--- config.mk ---
export PLATFORM = sky130hd
export DESIGN_NAME = serial_line_encoder
export DESIGN_NICKNAME = d
export VERILOG_FILES = /design/src/rtl/sle_pkg.sv /design/src/rtl/sle_bit_timer.sv /design/src/rtl/sle_shifter.sv /design/src/rtl/sle_line_coder.sv /design/src/rtl/serial_line_encoder.sv
export SDC_FILE = /design/constraint.sdc
export NUM_CORES = 1
export LEC_CHECK = 0
export BUFFER_PORTS_ARGS = -buffer_cell sky130_fd_sc_hd__buf_2
export CORE_AREA = 2 2 59 61
export DETAILED_ROUTE_END_ITERATION = 16
export DIE_AREA = 0 0 61 63
export PLACE_DENSITY_LB_ADDON = 0.12
export REMOVE_ABC_BUFFERS = 1
export SLEW_MARGIN = 20
export SYNTH_ARGS = -nofsm -noshare
export SYNTH_HDL_FRONTEND = slang
export SYNTH_SLANG_ARGS = --single-unit
--- constraint.sdc ---
create_clock -name clk -period 1.37 [get_ports clk]
set_input_delay 0.0685 -clock clk [delete_from_list [all_inputs] [get_ports clk]]
set_output_delay 0.0685 -clock clk [all_outputs]
set_load 0.05 [all_outputs]
--- src/rtl/sle_pkg.sv ---
// Shared types for the serial line encoder.
// Assumes: format codes are two bits wide and 2'b11 is an alias of level coding.
package sle_pkg;
    typedef enum logic [1:0] {
        FMT_LEVEL     = 2'b00,
        FMT_MARK      = 2'b01,
        FMT_RZ        = 2'b10,
        FMT_LEVEL_ALT = 2'b11
    } line_fmt_e;
endpackage

--- src/rtl/sle_bit_timer.sv ---
// Bit-period timer: counts clocks inside a bit, flags the second half,
// the last clock of each bit and the last clock of the word.
// Assumes: start is asserted for one cycle while run is low; run stays high
// for exactly the duration of a word.
module sle_bit_timer #(
    parameter int WORD_W    = 8,
    parameter int HALF_CLKS = 2
) (
    input  logic clk,
    input  logic rst_n,
    input  logic start,
    input  logic run,
    output logic half_second,
    output logic bit_end,
    output logic word_end
);
    localparam int BIT_CLKS = 2 * HALF_CLKS;
    localparam int CYC_W    = (BIT_CLKS > 2) ? $clog2(BIT_CLKS) : 1;
    localparam int IDX_W    = (WORD_W > 2) ? $clog2(WORD_W) : 1;

    logic [CYC_W-1:0] cyc_q;
    logic [IDX_W-1:0] idx_q;

    // Position of the current clock inside the bit period.
    always_ff @(posedge clk) begin
        if (!rst_n) begin
            cyc_q <= '0;
        end else if (start) begin
            cyc_q <= '0;
        end else if (run) begin
            cyc_q <= bit_end ? '0 : cyc_q + 1'b1;
        end
    end

    // Index of the bit being sent, counted from the first one.
    always_ff @(posedge clk) begin
        if (!rst_n) begin
            idx_q <= '0;
        end else if (start) begin
            idx_q <= '0;
        end else if (bit_end) begin
            idx_q <= idx_q + 1'b1;
        end
    end

    // Phase and boundary flags derived from the counters.
    always_comb begin
        half_second = (cyc_q >= CYC_W'(HALF_CLKS));
        bit_end     = run && (cyc_q == CYC_W'(BIT_CLKS - 1));
        word_end    = bit_end && (idx_q == IDX_W'(WORD_W - 1));
    end
endmodule

--- src/rtl/sle_shifter.sv ---
// Output shift register: holds the word and presents the bit in flight
// and the one that follows it, shifting toward the top at each bit end.
// Assumes: WORD_W >= 2.
module sle_shifter #(
    parameter int WORD_W = 8
) (
    input  logic              clk,
    input  logic              rst_n,
    input  logic              load,
    input  logic [WORD_W-1:0] load_data,
    input  logic              shift,
    output logic              cur_bit,
    output logic              next_bit
);
    logic [WORD_W-1:0] sr_q;

    // Capture a new word or move the next bit into the top position.
    always_ff @(posedge clk) begin
        if (!rst_n) begin
            sr_q <= '0;
        end else if (load) begin
            sr_q <= load_data;
        end else if (shift) begin
            sr_q <= {sr_q[WORD_W-2:0], 1'b0};
        end
    end

    // Top bit goes out now; the bit below it is sent next.
    always_comb begin
        cur_bit  = sr_q[WORD_W-1];
        next_bit = sr_q[WORD_W-2];
    end
endmodule

--- src/rtl/sle_line_coder.sv ---
// Line coder: keeps the captured format and the transition-code level and
// turns the bit in flight plus its phase into the wire value.
// Assumes: load happens only while idle; bit_end is qualified by run.
module sle_line_coder
    import sle_pkg::*;
(
    input  logic      clk,
    input  logic      rst_n,
    input  logic      load,
    input  line_fmt_e load_fmt,
    input  logic      load_first_bit,
    input  logic      run,
    input  logic      bit_end,
    input  logic      word_end,
    input  logic      cur_bit,
    input  logic      next_bit,
    input  logic      half_second,
    output line_fmt_e fmt_q,
    output logic      line_out
);
    logic mark_lvl_q;

    // Format is captured with the word and held until the next load.
    always_ff @(posedge clk) begin
        if (!rst_n) begin
            fmt_q <= FMT_LEVEL;
        end else if (load) begin
            fmt_q <= load_fmt;
        end
    end

    // Transition-code level: flips at the start of every one bit, reset only.
    always_ff @(posedge clk) begin
        if (!rst_n) begin
            mark_lvl_q <= 1'b0;
        end else if (load) begin
            if (load_fmt == FMT_MARK) begin
                mark_lvl_q <= mark_lvl_q ^ load_first_bit;
            end
        end else if (bit_end && !word_end && (fmt_q == FMT_MARK)) begin
            mark_lvl_q <= mark_lvl_q ^ next_bit;
        end
    end

    // Wire value from format, bit in flight and half-bit phase.
    always_comb begin
        case (fmt_q)
            FMT_MARK: line_out = mark_lvl_q;
            FMT_RZ:   line_out = run && cur_bit && !half_second;
            default:  line_out = run && cur_bit;
        endcase
    end
endmodule

--- src/rtl/serial_line_encoder.sv ---
// Serial line encoder top: accepts a word on a valid/ready handshake and
// sends it MSB first in the selected line code, then pulses done.
// Assumes: HALF_CLKS >= 1 (bit period is 2*HALF_CLKS clocks), WORD_W >= 2.
module serial_line_encoder
    import sle_pkg::*;
#(
    parameter int WORD_W    = 8,
    parameter int HALF_CLKS = 2
) (
    input  logic              clk,
    input  logic              rst_n,
    input  logic              in_valid,
    output logic              in_ready,
    input  logic [WORD_W-1:0] in_data,
    input  logic [1:0]        fmt_sel,
    output logic              busy,
    output logic              done,
    output logic              line_out
);
    logic      accept;
    logic      half_second;
    logic      bit_end;
    logic      word_end;
    logic      cur_bit;
    logic      next_bit;
    line_fmt_e fmt_q;

    // Handshake: a word is taken whenever the block is idle.
    always_comb begin
        in_ready = !busy;
        accept   = in_valid && in_ready;
    end

    // Busy spans the whole word; done marks the clock after it ends.
    always_ff @(posedge clk) begin
        if (!rst_n) begin
            busy <= 1'b0;
            done <= 1'b0;
        end else begin
            done <= word_end;
            if (accept) begin
                busy <= 1'b1;
            end else if (word_end) begin
                busy <= 1'b0;
            end
        end
    end

    sle_bit_timer #(
        .WORD_W    (WORD_W),
        .HALF_CLKS (HALF_CLKS)
    ) u_timer (
        .clk         (clk),
        .rst_n       (rst_n),
        .start       (accept),
        .run         (busy),
        .half_second (half_second),
        .bit_end     (bit_end),
        .word_end    (word_end)
    );

    sle_shifter #(
        .WORD_W (WORD_W)
    ) u_shifter (
        .clk       (clk),
        .rst_n     (rst_n),
        .load      (accept),
        .load_data (in_data),
        .shift     (bit_end),
        .cur_bit   (cur_bit),
        .next_bit  (next_bit)
    );

    sle_line_coder u_coder (
        .clk            (clk),
        .rst_n          (rst_n),
        .load           (accept),
        .load_fmt       (line_fmt_e'(fmt_sel)),
        .load_first_bit (in_data[WORD_W-1]),
        .run            (busy),
        .bit_end        (bit_end),
        .word_end       (word_end),
        .cur_bit        (cur_bit),
        .next_bit       (next_bit),
        .half_second    (half_second),
        .fmt_q          (fmt_q),
        .line_out       (line_out)
    );
endmodule

# ---- Word level (Yosys, flattened, before mapping)
# Cells that the tools add are included.
dict set report op_classes {
  n_addsub 2
  multipliers 0
  div 0
  order_cmp 1
  eq_ne 6
  shifts 0
  n_mux 9
  bitwise_logic 3
  n_reduce_logical 15
}
# operator count
set ops {}
lappend ops {{2-to-1 mux 8 bit} 2}
lappend ops {{logical AND 1 bit} 7}
lappend ops {{nonzero test 2 bit} 3}
lappend ops {{2-to-1 mux 1 bit} 5}
lappend ops {{== test 2 x 1 -> 1 bit, second input constant} 2}
lappend ops {{== test 2 bit, second input constant} 2}
lappend ops {{adder 3 x 1 -> 3 bit, second input constant} 1}
lappend ops {{== test 3 bit, second input constant} 1}
lappend ops {{logical NOT 1 bit} 3}
lappend ops {{adder 2 x 1 -> 2 bit, second input constant} 1}
lappend ops {{greater-or-equal comparator 2 bit, second input constant} 1}
lappend ops {{2-to-1 mux 2 bit} 1}
lappend ops {{inequality test 2 x 1 -> 1 bit, second input constant} 1}
lappend ops {{one-hot mux 1 bit (2 select lines)} 1}
lappend ops {{AND reduction 2 bit} 1}
lappend ops {{OR reduction 2 bit} 1}
lappend ops {{bitwise XOR 1 bit} 2}
lappend ops {{inverter 1 bit} 1}
dict set report totals {
  reg_bits 18
  latchBits 0
  mem_bits_rw 0
  mem_bits_ro 0
  input_bits 13
  word_cells 43
  n_memories 0
}

# ---- Longest topological paths before layout
# Gate-level depths: netlist (run 1).
dict set report depth {
  word_depth 8
  depth_mapped 6
}

# ---- Modules after synthesis
# A second synthesis (run 1) with hierarchy kept.
dict set report unflattened {
  hier_cells 94
  area_unflattened_um2 977.2
}
# module instances cells_per_inst area_per_inst_um2 seq_area_each_um2
set by_module_without_submodules {}
lappend by_module_without_submodules {sle_shifter 1 35 419.2 160.2}
lappend by_module_without_submodules {sle_bit_timer 1 30 295.3 100.1}
lappend by_module_without_submodules {sle_line_coder 1 22 192.7 60.1}
lappend by_module_without_submodules {serial_line_encoder 1 7 70.1 40.0}

# ---- Worst setup path before layout (run 1)
# Ideal clock, no wire load.
dict set report synth_path {
  path_type {reg2out}
  start {reg busy}
  end {out line_out}
  t_arrival_ns 1.973
  setup_slack_ns -0.671
  stages_incl_launch_ff 4
  cell_sequence {dfxtp_1 -> buf_6 -> nand2_1 -> o21ai_0}
}
dict set report synth_between {
  elab_chain_len 3
}
# element line_no
set synth_lines {}
lappend synth_lines {{start: declaration} serial_line_encoder.sv:16} ;# output logic busy,
lappend synth_lines {{start signal: assignment} serial_line_encoder.sv:37} ;# busy <= 1'b0;
lappend synth_lines {{start signal: assignment} serial_line_encoder.sv:42} ;# busy <= 1'b1;
lappend synth_lines {{start signal: assignment} serial_line_encoder.sv:44} ;# busy <= 1'b0;
lappend synth_lines {{logical AND 1 bit *} {sle_line_coder.sv:49, sle_line_coder.sv:50}}
lappend synth_lines {{logical AND 1 bit} sle_line_coder.sv:49} ;# FMT_RZ: line_out = run && cur_bit && !half_second;
lappend synth_lines {{one-hot mux 1 bit (2 select lines) *} sle_line_coder.sv:47} ;# case (fmt_q)
lappend synth_lines {{end: declaration} serial_line_encoder.sv:18} ;# output logic line_out
# Every way passes the cells marked *; elsewhere a longest branch is shown, timed or not.

# ---- Final worst setup path (run 1)
dict set report layout_path {
  start {reg u_timer.cyc_q[1]}
  end {out line_out}
}
dict set report layout_between {
  elab_chain_len 4
}
# element line_no
set layout_lines {}
lappend layout_lines {{start: declaration} sle_bit_timer.sv:21} ;# logic [CYC_W-1:0] cyc_q;
lappend layout_lines {{start signal: assignment} sle_bit_timer.sv:31} ;# cyc_q <= bit_end ? '0 : cyc_q + 1'b1;
lappend layout_lines {{greater-or-equal comparator 2 bit} sle_bit_timer.sv:48} ;# half_second = (cyc_q >= CYC_W'(HALF_CLKS));
lappend layout_lines {{logical NOT 1 bit} sle_line_coder.sv:49}
lappend layout_lines {{logical AND 1 bit} sle_line_coder.sv:49}
lappend layout_lines {{one-hot mux 1 bit (2 select lines)} sle_line_coder.sv:47}
# Every way passes these cells.

==> summary.md, run 1 <==
| Metric | Value |
|---|---|
| Area added between synthesis and finish | `35.5%` |
| Setup slack, reg-to-reg | `around 0.06 ns` |
| Residual antenna-violating net count after detailed routing | `0` |
| Mean area per synthesized cell | `a little over 9 µm²` |
| Net switching power | `280 µW` |
| Slew of the pin with the lowest slew margin | `0.294 ns` |
| Unrepaired setup endpoints after global routing | `true` |
| Post-synthesis sequential area ratio | `approximately two fifths` |
| Worst R2R End | `u_shifter.sr_q[7]$_SDFFE_PN0P_` |
| Switch share | `25.9%` |
| Total core area | `3230 µm²` |
| Critical Path RT | `about 1.3 ns` |
| Mapped Area | `882 µm²` |
| Global router's overall resource usage | `10.9%` |
| Initial DRC Count | `3` |
| Final weighted congestion of routability-driven global placement | `0.708` |
| Post-layout utilization of the core | `37.0%` |
| Number of hold violations in the final report | `0` |
| Number of warning messages in the yosys log | `0` |
| Max-Cap Viols | `0` |
| Worst hold-check path type | `input pin to flip-flop` |
| Clock tree root buffer cell | `sky130_fd_sc_hd__clkbuf_4` |
| Crit path launch type | `flip-flop` |
| Worst slew margin | `about 80%` |
| Critical Path Start | `u_timer.cyc_q[1]$_SDFFE_PP0P_` |
| Number of hold buffers added after cts | `0` |
| Overall via count from detail_route | `744` |
| Die area | `3840 µm²` |
| I/O pin count | `17` |
| P_int | `801 µW` |
| Clock latency on the worst-skew pair | `around 0.3 ns` |
| Count of unique library cells instantiated by Yosys | `26` |
| Residual overflow from global routing | `0` |
| CTS tree | `yes` |
| Starting utilization of the core area | `around 27%` |
| Per-cell via count in the routed design | `between 4 and 5` |
| Leakage | `0.507 nW` |
| R2R cell count | `5` |
| Reg area | `364 µm²` |
| Antenna Cells | `0` |
| Worst setup path end | `line_out` |
| Max Transition Viols Final | `0` |
| Number of cells on the worst hold path | `3` |
| DRC violations left | `0` |
| Total CTS buffers | `3` |
| Sum of negative setup slack | `-0.0884 ns` |
| Final worst path period need | `1.46 ns` |
| Critical-path top delay cell | `sky130_fd_sc_hd__dfxtp_2` |
| Most frequent cells in the layout | `sky130_fd_sc_hd__dfxtp_1, sky130_fd_sc_hd__buf_2, sky130_fd_sc_hd__nand2_1` |
| Post-route setup slack | `-0.0884 ns` |
| Clock-pin transition on the worst setup and hold timing paths | `0.10 ns` |
| DPL Wire Length | `1.32 mm` |
| Share of total power in sequential cells | `52.1%` |
| Routed len/inst | `10.9 µm` |
| Setup Crit Path Kind | `flip-flop to output pin` |
| DR pass1 iterations | `3` |
| Die Span X | `between 60 and 70 µm` |
| Pin count of the biggest net entering global routing | `18` |
| Antenna violations before repair | `0` |
| List of cells traversed by the critical path | `buf_6 -> ha_4 -> nor2_4 -> a21oi_2 -> o21ai_1 -> buf_6` |
| Max VDD drop | `0.000496 V` |
| Area taken by multi-input logic gates | `around 530 µm²` |
| Outcome | `complete, but fails checks` |
| Tcrit/Tclk final | `106%` |
| Crit path max fanout | `3` |
| Floorplan row count | `21` |
| Endpoints failing setup | `1` |
| Number of global-route vias before repair | `759` |
| Number of fillers in the final layout | `around 360` |
| First-pass GRT wire length | `3.14 mm` |
| Arrival @ worst endpoint | `1.39 ns` |
| Deepest level of the CTS H-tree | `1` |
| Vertical die dimension | `63 µm` |
| Beginning of the worst register-to-register path | `u_timer.cyc_q[1]$_SDFFE_PP0P_` |
| Final instance area | `roughly 1200 µm²` |
| Fraction of final layout cells with drive strength greater than 1 | `between 30% and 40%` |
| Synthesized flop and latch total | `18` |
| Cell repeated most along the worst path | `sky130_fd_sc_hd__buf_6` |
| Clock network power share | `30.7%` |
| Maximum count of clock buffers along a single path | `2` |
| Drt total wl | `1.87 mm` |
| Num Clock Sinks | `18` |
| Gate count of the mapped netlist | `97` |
| Number of port buffers | `16` |
| Placed cell area | `1040 µm²` |
| Peak clock frequency supported by timing | `0.686 GHz` |
| CP endpoint kind | `output pin` |
| Combinational group share of total power | `between 10% and 20%` |
| Final setup skew | `0.00198 ns` |
| Violated checks | `negative setup slack` |
| Net count reported at finish | `146` |
| Power Density | `905 nW/µm²` |
| Biggest cell delay along the critical path | `around 0.34 ns` |
-- per-layer routing --
| layer | global-route usage [%] | part of all wire [%] | vias up | wire [µm] |
|---|---|---|---|---|
| li1 | - | - | 391 | - |
| met1 | 13.0 | 46 | 334 | 860 |
| met2 | 17.5 | 48 | 15 | 894 |
| met3 | 2.07 | 4.1 | 4 | 77 |
| met4 | 6.52 | 2.0 | 0 | 37 |
| met5 | 0 | 0 | - | 0 |
-- power groups by stage --
| stage | registers, mW | clock network [mW] | logic, mW |
|---|---|---|---|
| floorplan | 0.580 | 0 | 0.0835 |
| global placement | 0.573 | 0 | 0.154 |
| detailed placement | 0.573 | 0 | 0.155 |
| CTS | 0.562 | 0.358 | 0.173 |
| global route | 0.566 | 0.370 | 0.210 |
| finish | 0.563 | 0.332 | 0.186 |
-- how the worst min path moves through the flow --
stage | endpoint | slack [ns] | from
2_1_floorplan | u_shifter.sr_q[0]$_SDFFE_PN0P_ | 0.18 | rst_n
3_3_place_gp | u_shifter.sr_q[0]$_SDFFE_PN0P_ | 0.32 | in_data[0]
3_5_place_dp | u_shifter.sr_q[0]$_SDFFE_PN0P_ | 0.33 | in_data[0]
4_1_cts | u_shifter.sr_q[0]$_SDFFE_PN0P_ | 0.001 | in_data[0]
5_1_grt | u_coder.fmt_q[1]$_SDFFE_PN0P_ | 0.04 | fmt_sel[1]
6_report | u_shifter.sr_q[0]$_SDFFE_PN0P_ | 0.02 | in_data[0]
-- cells in the mapped netlist --
| cell type | count | share of area [%] |
|---|---|---|
| sky130_fd_sc_hd__o21ai_0 | 4 | 2.3 |
| sky130_fd_sc_hd__mux2i_1 | 5 | 5.7 |
| sky130_fd_sc_hd__dfxtp_1 | 18 | 41 |
| sky130_fd_sc_hd__nor3b_1 | 1 | 0.85 |
| sky130_fd_sc_hd__and2_1 | 1 | 0.71 |
| sky130_fd_sc_hd__a21oi_1 | 8 | 4.5 |
| sky130_fd_sc_hd__buf_6 | 3 | 3.8 |
| sky130_fd_sc_hd__nand2b_1 | 2 | 1.4 |
| sky130_fd_sc_hd__nor3_1 | 1 | 0.57 |
| sky130_fd_sc_hd__o311a_1 | 1 | 1.1 |
| sky130_fd_sc_hd__nor2b_4 | 1 | 1.6 |
| sky130_fd_sc_hd__clkbuf_1 | 1 | 0.43 |
| sky130_fd_sc_hd__o211a_1 | 1 | 1.1 |
| sky130_fd_sc_hd__nand3b_1 | 3 | 2.6 |
| sky130_fd_sc_hd__nor2_1 | 8 | 3.4 |
| sky130_fd_sc_hd__a22oi_1 | 4 | 3.4 |
| sky130_fd_sc_hd__buf_4 | 1 | 0.85 |
| sky130_fd_sc_hd__o21a_1 | 1 | 0.85 |
| sky130_fd_sc_hd__xnor2_1 | 1 | 0.99 |
| sky130_fd_sc_hd__a21oi_2 | 1 | 0.99 |
| sky130_fd_sc_hd__ha_1 | 6 | 8.5 |
| sky130_fd_sc_hd__nand2_1 | 13 | 5.5 |
| sky130_fd_sc_hd__nor2b_1 | 3 | 2.1 |
| sky130_fd_sc_hd__and3_1 | 1 | 0.71 |
| sky130_fd_sc_hd__inv_1 | 4 | 1.7 |
| sky130_fd_sc_hd__a21boi_0 | 4 | 3.4 |
-- flip-flops by register name, summed over array words and instances, names as in the netlist --
register / count
u_coder.mark_lvl_q: 1
u_timer.idx_q: 3
done: 1
u_timer.cyc_q: 2
busy: 1
u_coder.fmt_q: 2
u_shifter.sr_q: 8
-- what timing repair did --
item                                    CTS  global route
gates cloned                              0             1
pin swaps                                 4             3
endpoints found under the setup margin    3             5
gates resized for setup                  19             6
setup buffers                             2             2
-- stage by stage --
stage | setup slack (ns) | hold slack, ns | std cells | power [mW]
global placement | 0.0508 | 0.324 | 163 | 0.727
floorplan | -0.683 | 0.182 | 92 | 0.663
CTS | -0.149 | 0.00121 | 169 | 1.09
detailed placement | -0.000306 | 0.331 | 163 | 0.728
global route | -0.140 | 0.0428 | 172 | 1.15
finish | -0.0884 | 0.0176 | 172 | 1.08
-- critical path: cells and delay by family (launching register included) --
kind	cells	cell delay, ns
adders and majority gates	1	0.15
DFF	1	0.34
buffers and inverters	2	0.30
and+or+nand+nor	1	0.08
AOI/OAI and AO/OA	2	0.21
-- cell families (layout without fill, tap and decap cells) --
kind of cell | Yosys count | after routing | synth area share (%)
AND/OR/NAND/NOR | 34 | 35 | 19.4
AO/OA/AOI/OAI | 24 | 24 | 17.7
flip-flops | 18 | 18 | 40.9
buffers and inverters | 9 | 37 | 6.81
adder cells (fa/ha/maj) | 6 | 6 | 8.51
multiplexers | 5 | 5 | 5.67
XOR/XNOR | 1 | 1 | 0.993
-- final cells by class --
| class | count | area share, % |
|---|---|---|
| Timing Repair Buffer | 29 | 16.0 |
| Sequential cell | 18 | 30.5 |
| Multi-Input combinational cell | 71 | 44.2 |
| Inverter | 4 | 1.47 |
| Clock buffer | 4 | 3.04 |
| Tap cell | 46 | 4.82 |
Power figures use the tool's default switching activity.
==> run 2: changes to the inputs <==
ABC_AREA = 1   (was default)
CORE_AREA = 2 2 58 60   (was 2 2 59 61)
CTS_CLUSTER_SIZE = 20   (was default)
DIE_AREA = 0 0 60 62   (was 0 0 61 63)
==> run 2 against run 1 <==
Die area fell by 3.2%. The run still ends with negative setup slack left. First-iteration DRC count rose to 9.7 times the previous value. Clock skew rose by 0.0028 ns. Largest power group unchanged. Wire length rose by 5.3%. Highest routed layer unchanged. Critical path type unchanged.
==> summary.md, run 2 <==
| Metric | Value |
|---|---|
| Outcome | `complete, but fails checks` |
| Violated checks | `negative setup slack` |
| Cell type contributing the most total cell area after synthesis | `sky130_fd_sc_hd__dfxtp_1` |
| Clock latency on the worst-skew pair | `0.30 ns (about the same)` |
| Pin count of the biggest net entering global routing | `11 (-7)` |
| Most common cell after layout, fill and taps aside | `sky130_fd_sc_hd__nand2_1` |
| Number of fillers in the final layout | `362 (+1.4%)` |
| Post-synthesis sequential area ratio | `41.7% (+0.83 points)` |
| DRC violations left | `0 (unchanged)` |
| Max Transition Viols Final | `0 (unchanged)` |
| Drt total wl | `1.97 mm (+5.3%)` |
| Fraction of registers with async set or reset after synthesis | `0% (unchanged)` |
| Maximum count of clock buffers along a single path | `2 (unchanged)` |
| Number of hold buffers added after cts | `0 (unchanged)` |
| Worst Hold Margin | `0.0203 ns (+0.00270 ns)` |
| Max VDD drop | `0.000434 V (-12%)` |
| Mean area per synthesized cell | `7.79 µm² (-14%)` |
| Overall via count from detail_route | `766 (+3.0%)` |
| Number of cells on the worst hold path | `3 (unchanged)` |
| DPL Wire Length | `1.48 mm (+13%)` |
| Power Density | `943 nW/µm² (+4.2%)` |
| Num Clock Sinks | `18 (unchanged)` |
| Final worst path period need | `1.40 ns (-0.0577 ns)` |
| First-pass GRT wire length | `3.31 mm (+5.5%)` |
| Arrival @ worst endpoint | `1.33 ns (-0.06 ns)` |
| Worst Hold Endpoint | `u_shifter.sr_q[0]$_SDFFE_PN0P_` |
| Main synth FF type | `sky130_fd_sc_hd__dfxtp_1` |
| Unrepaired setup endpoints after global routing | `true` |
| Count of unique library cells instantiated by Yosys | `22 (-15%)` |
| Largest registers in the final layout | `u_shifter.sr_q x8, u_timer.idx_q x3` |
| Worst R2R End | `u_shifter.sr_q[1]$_SDFFE_PN0P_` |
| Net count reported at finish | `157 (+7.5%)` |
| Crit path launch type | `flip-flop` |
| Endpoints failing setup | `1 (unchanged)` |
| Antenna violations before repair | `0 (unchanged)` |
| Area taken by multi-input logic gates | `498 µm² (-5.7%)` |
| Initial DRC Count | `29 (+26)` |
| Residual overflow from global routing | `0 (unchanged)` |
| Synthesized flop and latch total | `18 (unchanged)` |
| Library cell with the highest instance count after synthesis | `sky130_fd_sc_hd__nand2_1` |
| Final setup skew | `0.00477 ns (+0.00279 ns)` |
| Global router's overall resource usage | `12.2% (+1.3 points)` |
| Residual antenna-violating net count after detailed routing | `0 (unchanged)` |
| Number of flip-flops in the largest register | `8 (unchanged)` |
| Area added between synthesis and finish | `32.3%` |
| Final Power | `1.08 mW (-0.32%)` |
| Deepest level of the CTS H-tree | `1 (unchanged)` |
| Fraction of final layout cells with drive strength greater than 1 | `40.9% (+2.8 points)` |
| Total CTS buffers | `3 (unchanged)` |
| Antenna Cells | `0 (unchanged)` |
| Number of hold violations in the final report | `0 (unchanged)` |
| Mapped Area | `865 µm² (-2.0%)` |
| Peak clock frequency supported by timing | `0.714 GHz (+4.1%)` |
| Starting utilization of the core area | `27.2% (-0.10 points)` |
| Clock-pin transition on the worst setup and hold timing paths | `0.11 ns (about the same)` |
| Hold_sp | `in_data[0]` |
| CP endpoint kind | `output pin` |
| Clock tree root buffer cell | `sky130_fd_sc_hd__clkbuf_4` |
| Most area-consuming cells after synthesis | `sky130_fd_sc_hd__dfxtp_1, sky130_fd_sc_hd__nand2_1, sky130_fd_sc_hd__ha_1` |
| Die area | `3720 µm² (-3.2%)` |
| Number of warning messages in the yosys log | `0 (unchanged)` |
| Critical Path RT | `1.30 ns (about the same)` |
| I/O pin count | `17 (unchanged)` |
| Number of port buffers | `16 (unchanged)` |
| Routed len/inst | `10.8 µm (-1.0%)` |
| CTS tree | `yes` |
| Per-cell via count in the routed design | `4.19 (-3.2%)` |
| Reg area | `367 µm² (+0.69%)` |
| Area share of the leading cell type in the synthesized netlist | `41.7% (+0.83 points)` |
| Final weighted congestion of routability-driven global placement | `0.746 (+5.2%)` |
| Most frequent cells in the layout | `sky130_fd_sc_hd__nand2_1, sky130_fd_sc_hd__buf_2, sky130_fd_sc_hd__dfxtp_1` |
| Total core area | `3180 µm² (-1.6%)` |
| Beginning of the worst register-to-register path | `u_timer.cyc_q[0]$_SDFFE_PP0P_` |
| Most flops, register | `u_shifter.sr_q` |
| Gate count of the mapped netlist | `111 (+14%)` |
| Die Span X | `60 µm (-1.6%)` |
| Leakage | `0.510 nW (+0.69%)` |
| Crit path max fanout | `2 (-1)` |
| Slew of the pin with the lowest slew margin | `0.263 ns (-0.0308 ns)` |
| R2R cell count | `9 (+4)` |
| Tcrit/Tclk final | `102% (-4.2 points)` |
| Post-route setup slack | `-0.0306 ns (+0.0577 ns)` |
| DR pass1 iterations | `4 (+1)` |
| Max-Cap Viols | `0 (unchanged)` |
| Setup slack, reg-to-reg | `0.09 ns (+0.03 ns)` |
| Worst hold-check path type | `input pin to flip-flop` |
| Most frequent cells after synthesis | `sky130_fd_sc_hd__nand2_1, sky130_fd_sc_hd__dfxtp_1, sky130_fd_sc_hd__a21oi_1` |
| Number of global-route vias before repair | `752 (-0.92%)` |
| Floorplan row count | `21 (unchanged)` |
| Number of enable flip-flop cells after synthesis | `0 (unchanged)` |
| Worst slew margin | `82.5% (+2.0 points)` |
| Setup Crit Path Kind | `flip-flop to output pin` |
| Vertical die dimension | `62 µm (-1.6%)` |
run 2: cell count changes in the layout (fill, tap and decap cells not counted), sizes merged, moves of 5 or more:
cell	delta
nand2	+25
inv	+8
nand3	+7
buf	-6
mux2i	-5
run 2: critical path, cell delays in order (launching register included):
cell                      delay [ns]
sky130_fd_sc_hd__dfxtp_2        0.35
sky130_fd_sc_hd__inv_2          0.05
sky130_fd_sc_hd__ha_4           0.26
sky130_fd_sc_hd__a21oi_2        0.03
sky130_fd_sc_hd__o22ai_1        0.12
sky130_fd_sc_hd__buf_4          0.22
run 2: per-stage QoR:
stage / setup WS [ns] / setup TNS, ns / utilization, % / area [µm²] / instances
5_1_grt: -0.0991 / -0.150 / 36.0 / 1140 / 183
3_3_place_gp: 0.0770 / 0 / 31.9 / 1010 / 175
2_1_floorplan: -0.381 / -2.78 / - / 853 / 110
3_5_place_dp: 0.0729 / 0 / 31.9 / 1010 / 175
4_1_cts: -0.0404 / -0.0404 / 34.7 / 1100 / 181
6_report: -0.0306 / -0.0306 / 36.0 / 1140 / 183
run 2: repair_timing:
action                                  in CTS  in global routing
gates resized for setup                     13                  6
setup buffers                                2                  2
pin swaps                                    6                  5
endpoints found under the setup margin       1                 13
run 2: layer usage:
layer  GRT usage (%)  vias up  wire [µm]
li1                -      411          -
met1            15.8      337        973
met2            19.6       16        880
met3            3.93        2         99
met4            3.81        0         16
met5               0        -          0
run 2: where the power goes:
part           switching, mW  total, mW  internal [mW]
clock network          0.171      0.333          0.162
registers             0.0199      0.569          0.549
logic                  0.105      0.176         0.0710
run 2: how the worst max path moves through the flow:
stage                                  start                        endpoint  slack [ns]  depth (start not counted)
2_1_floorplan              busy$_SDFFE_PN0P_                        line_out       -0.38                          2
3_3_place_gp   u_timer.cyc_q[1]$_SDFFE_PP0P_  u_shifter.sr_q[1]$_SDFFE_PN0P_        0.08                          8
3_5_place_dp   u_timer.cyc_q[1]$_SDFFE_PP0P_  u_shifter.sr_q[1]$_SDFFE_PN0P_        0.07                          8
4_1_cts        u_coder.fmt_q[1]$_SDFFE_PN0P_                        line_out       -0.04                          5
5_1_grt        u_coder.fmt_q[1]$_SDFFE_PN0P_                        line_out        -0.1                          5
6_report       u_coder.fmt_q[0]$_SDFFE_PN0P_                        line_out       -0.03                          5
run 2: cell type report:
| class | count | area share [%] |
|---|---|---|
| clock buffers | 4 | 3.17 |
| inverters | 12 | 4.38 |
| multi-input cells | 80 | 43.5 |
| flip-flops and latches | 18 | 32.1 |
| well taps | 46 | 5.03 |
| repair buffers | 23 | 11.8 |
run 2: cell families (layout without fill, tap and decap cells):
family                   Yosys count  count (layout)  synth area share (%)
AND/OR/NAND/NOR                   55              55                  30.1
adder cells (fa/ha/maj)            6               6                  8.68
buffers and inverters             13              39                  7.09
XOR/XNOR                           1               1                  1.01
flip-flops                        18              18                  41.7
AO/OA/AOI/OAI                     18              18                  11.4
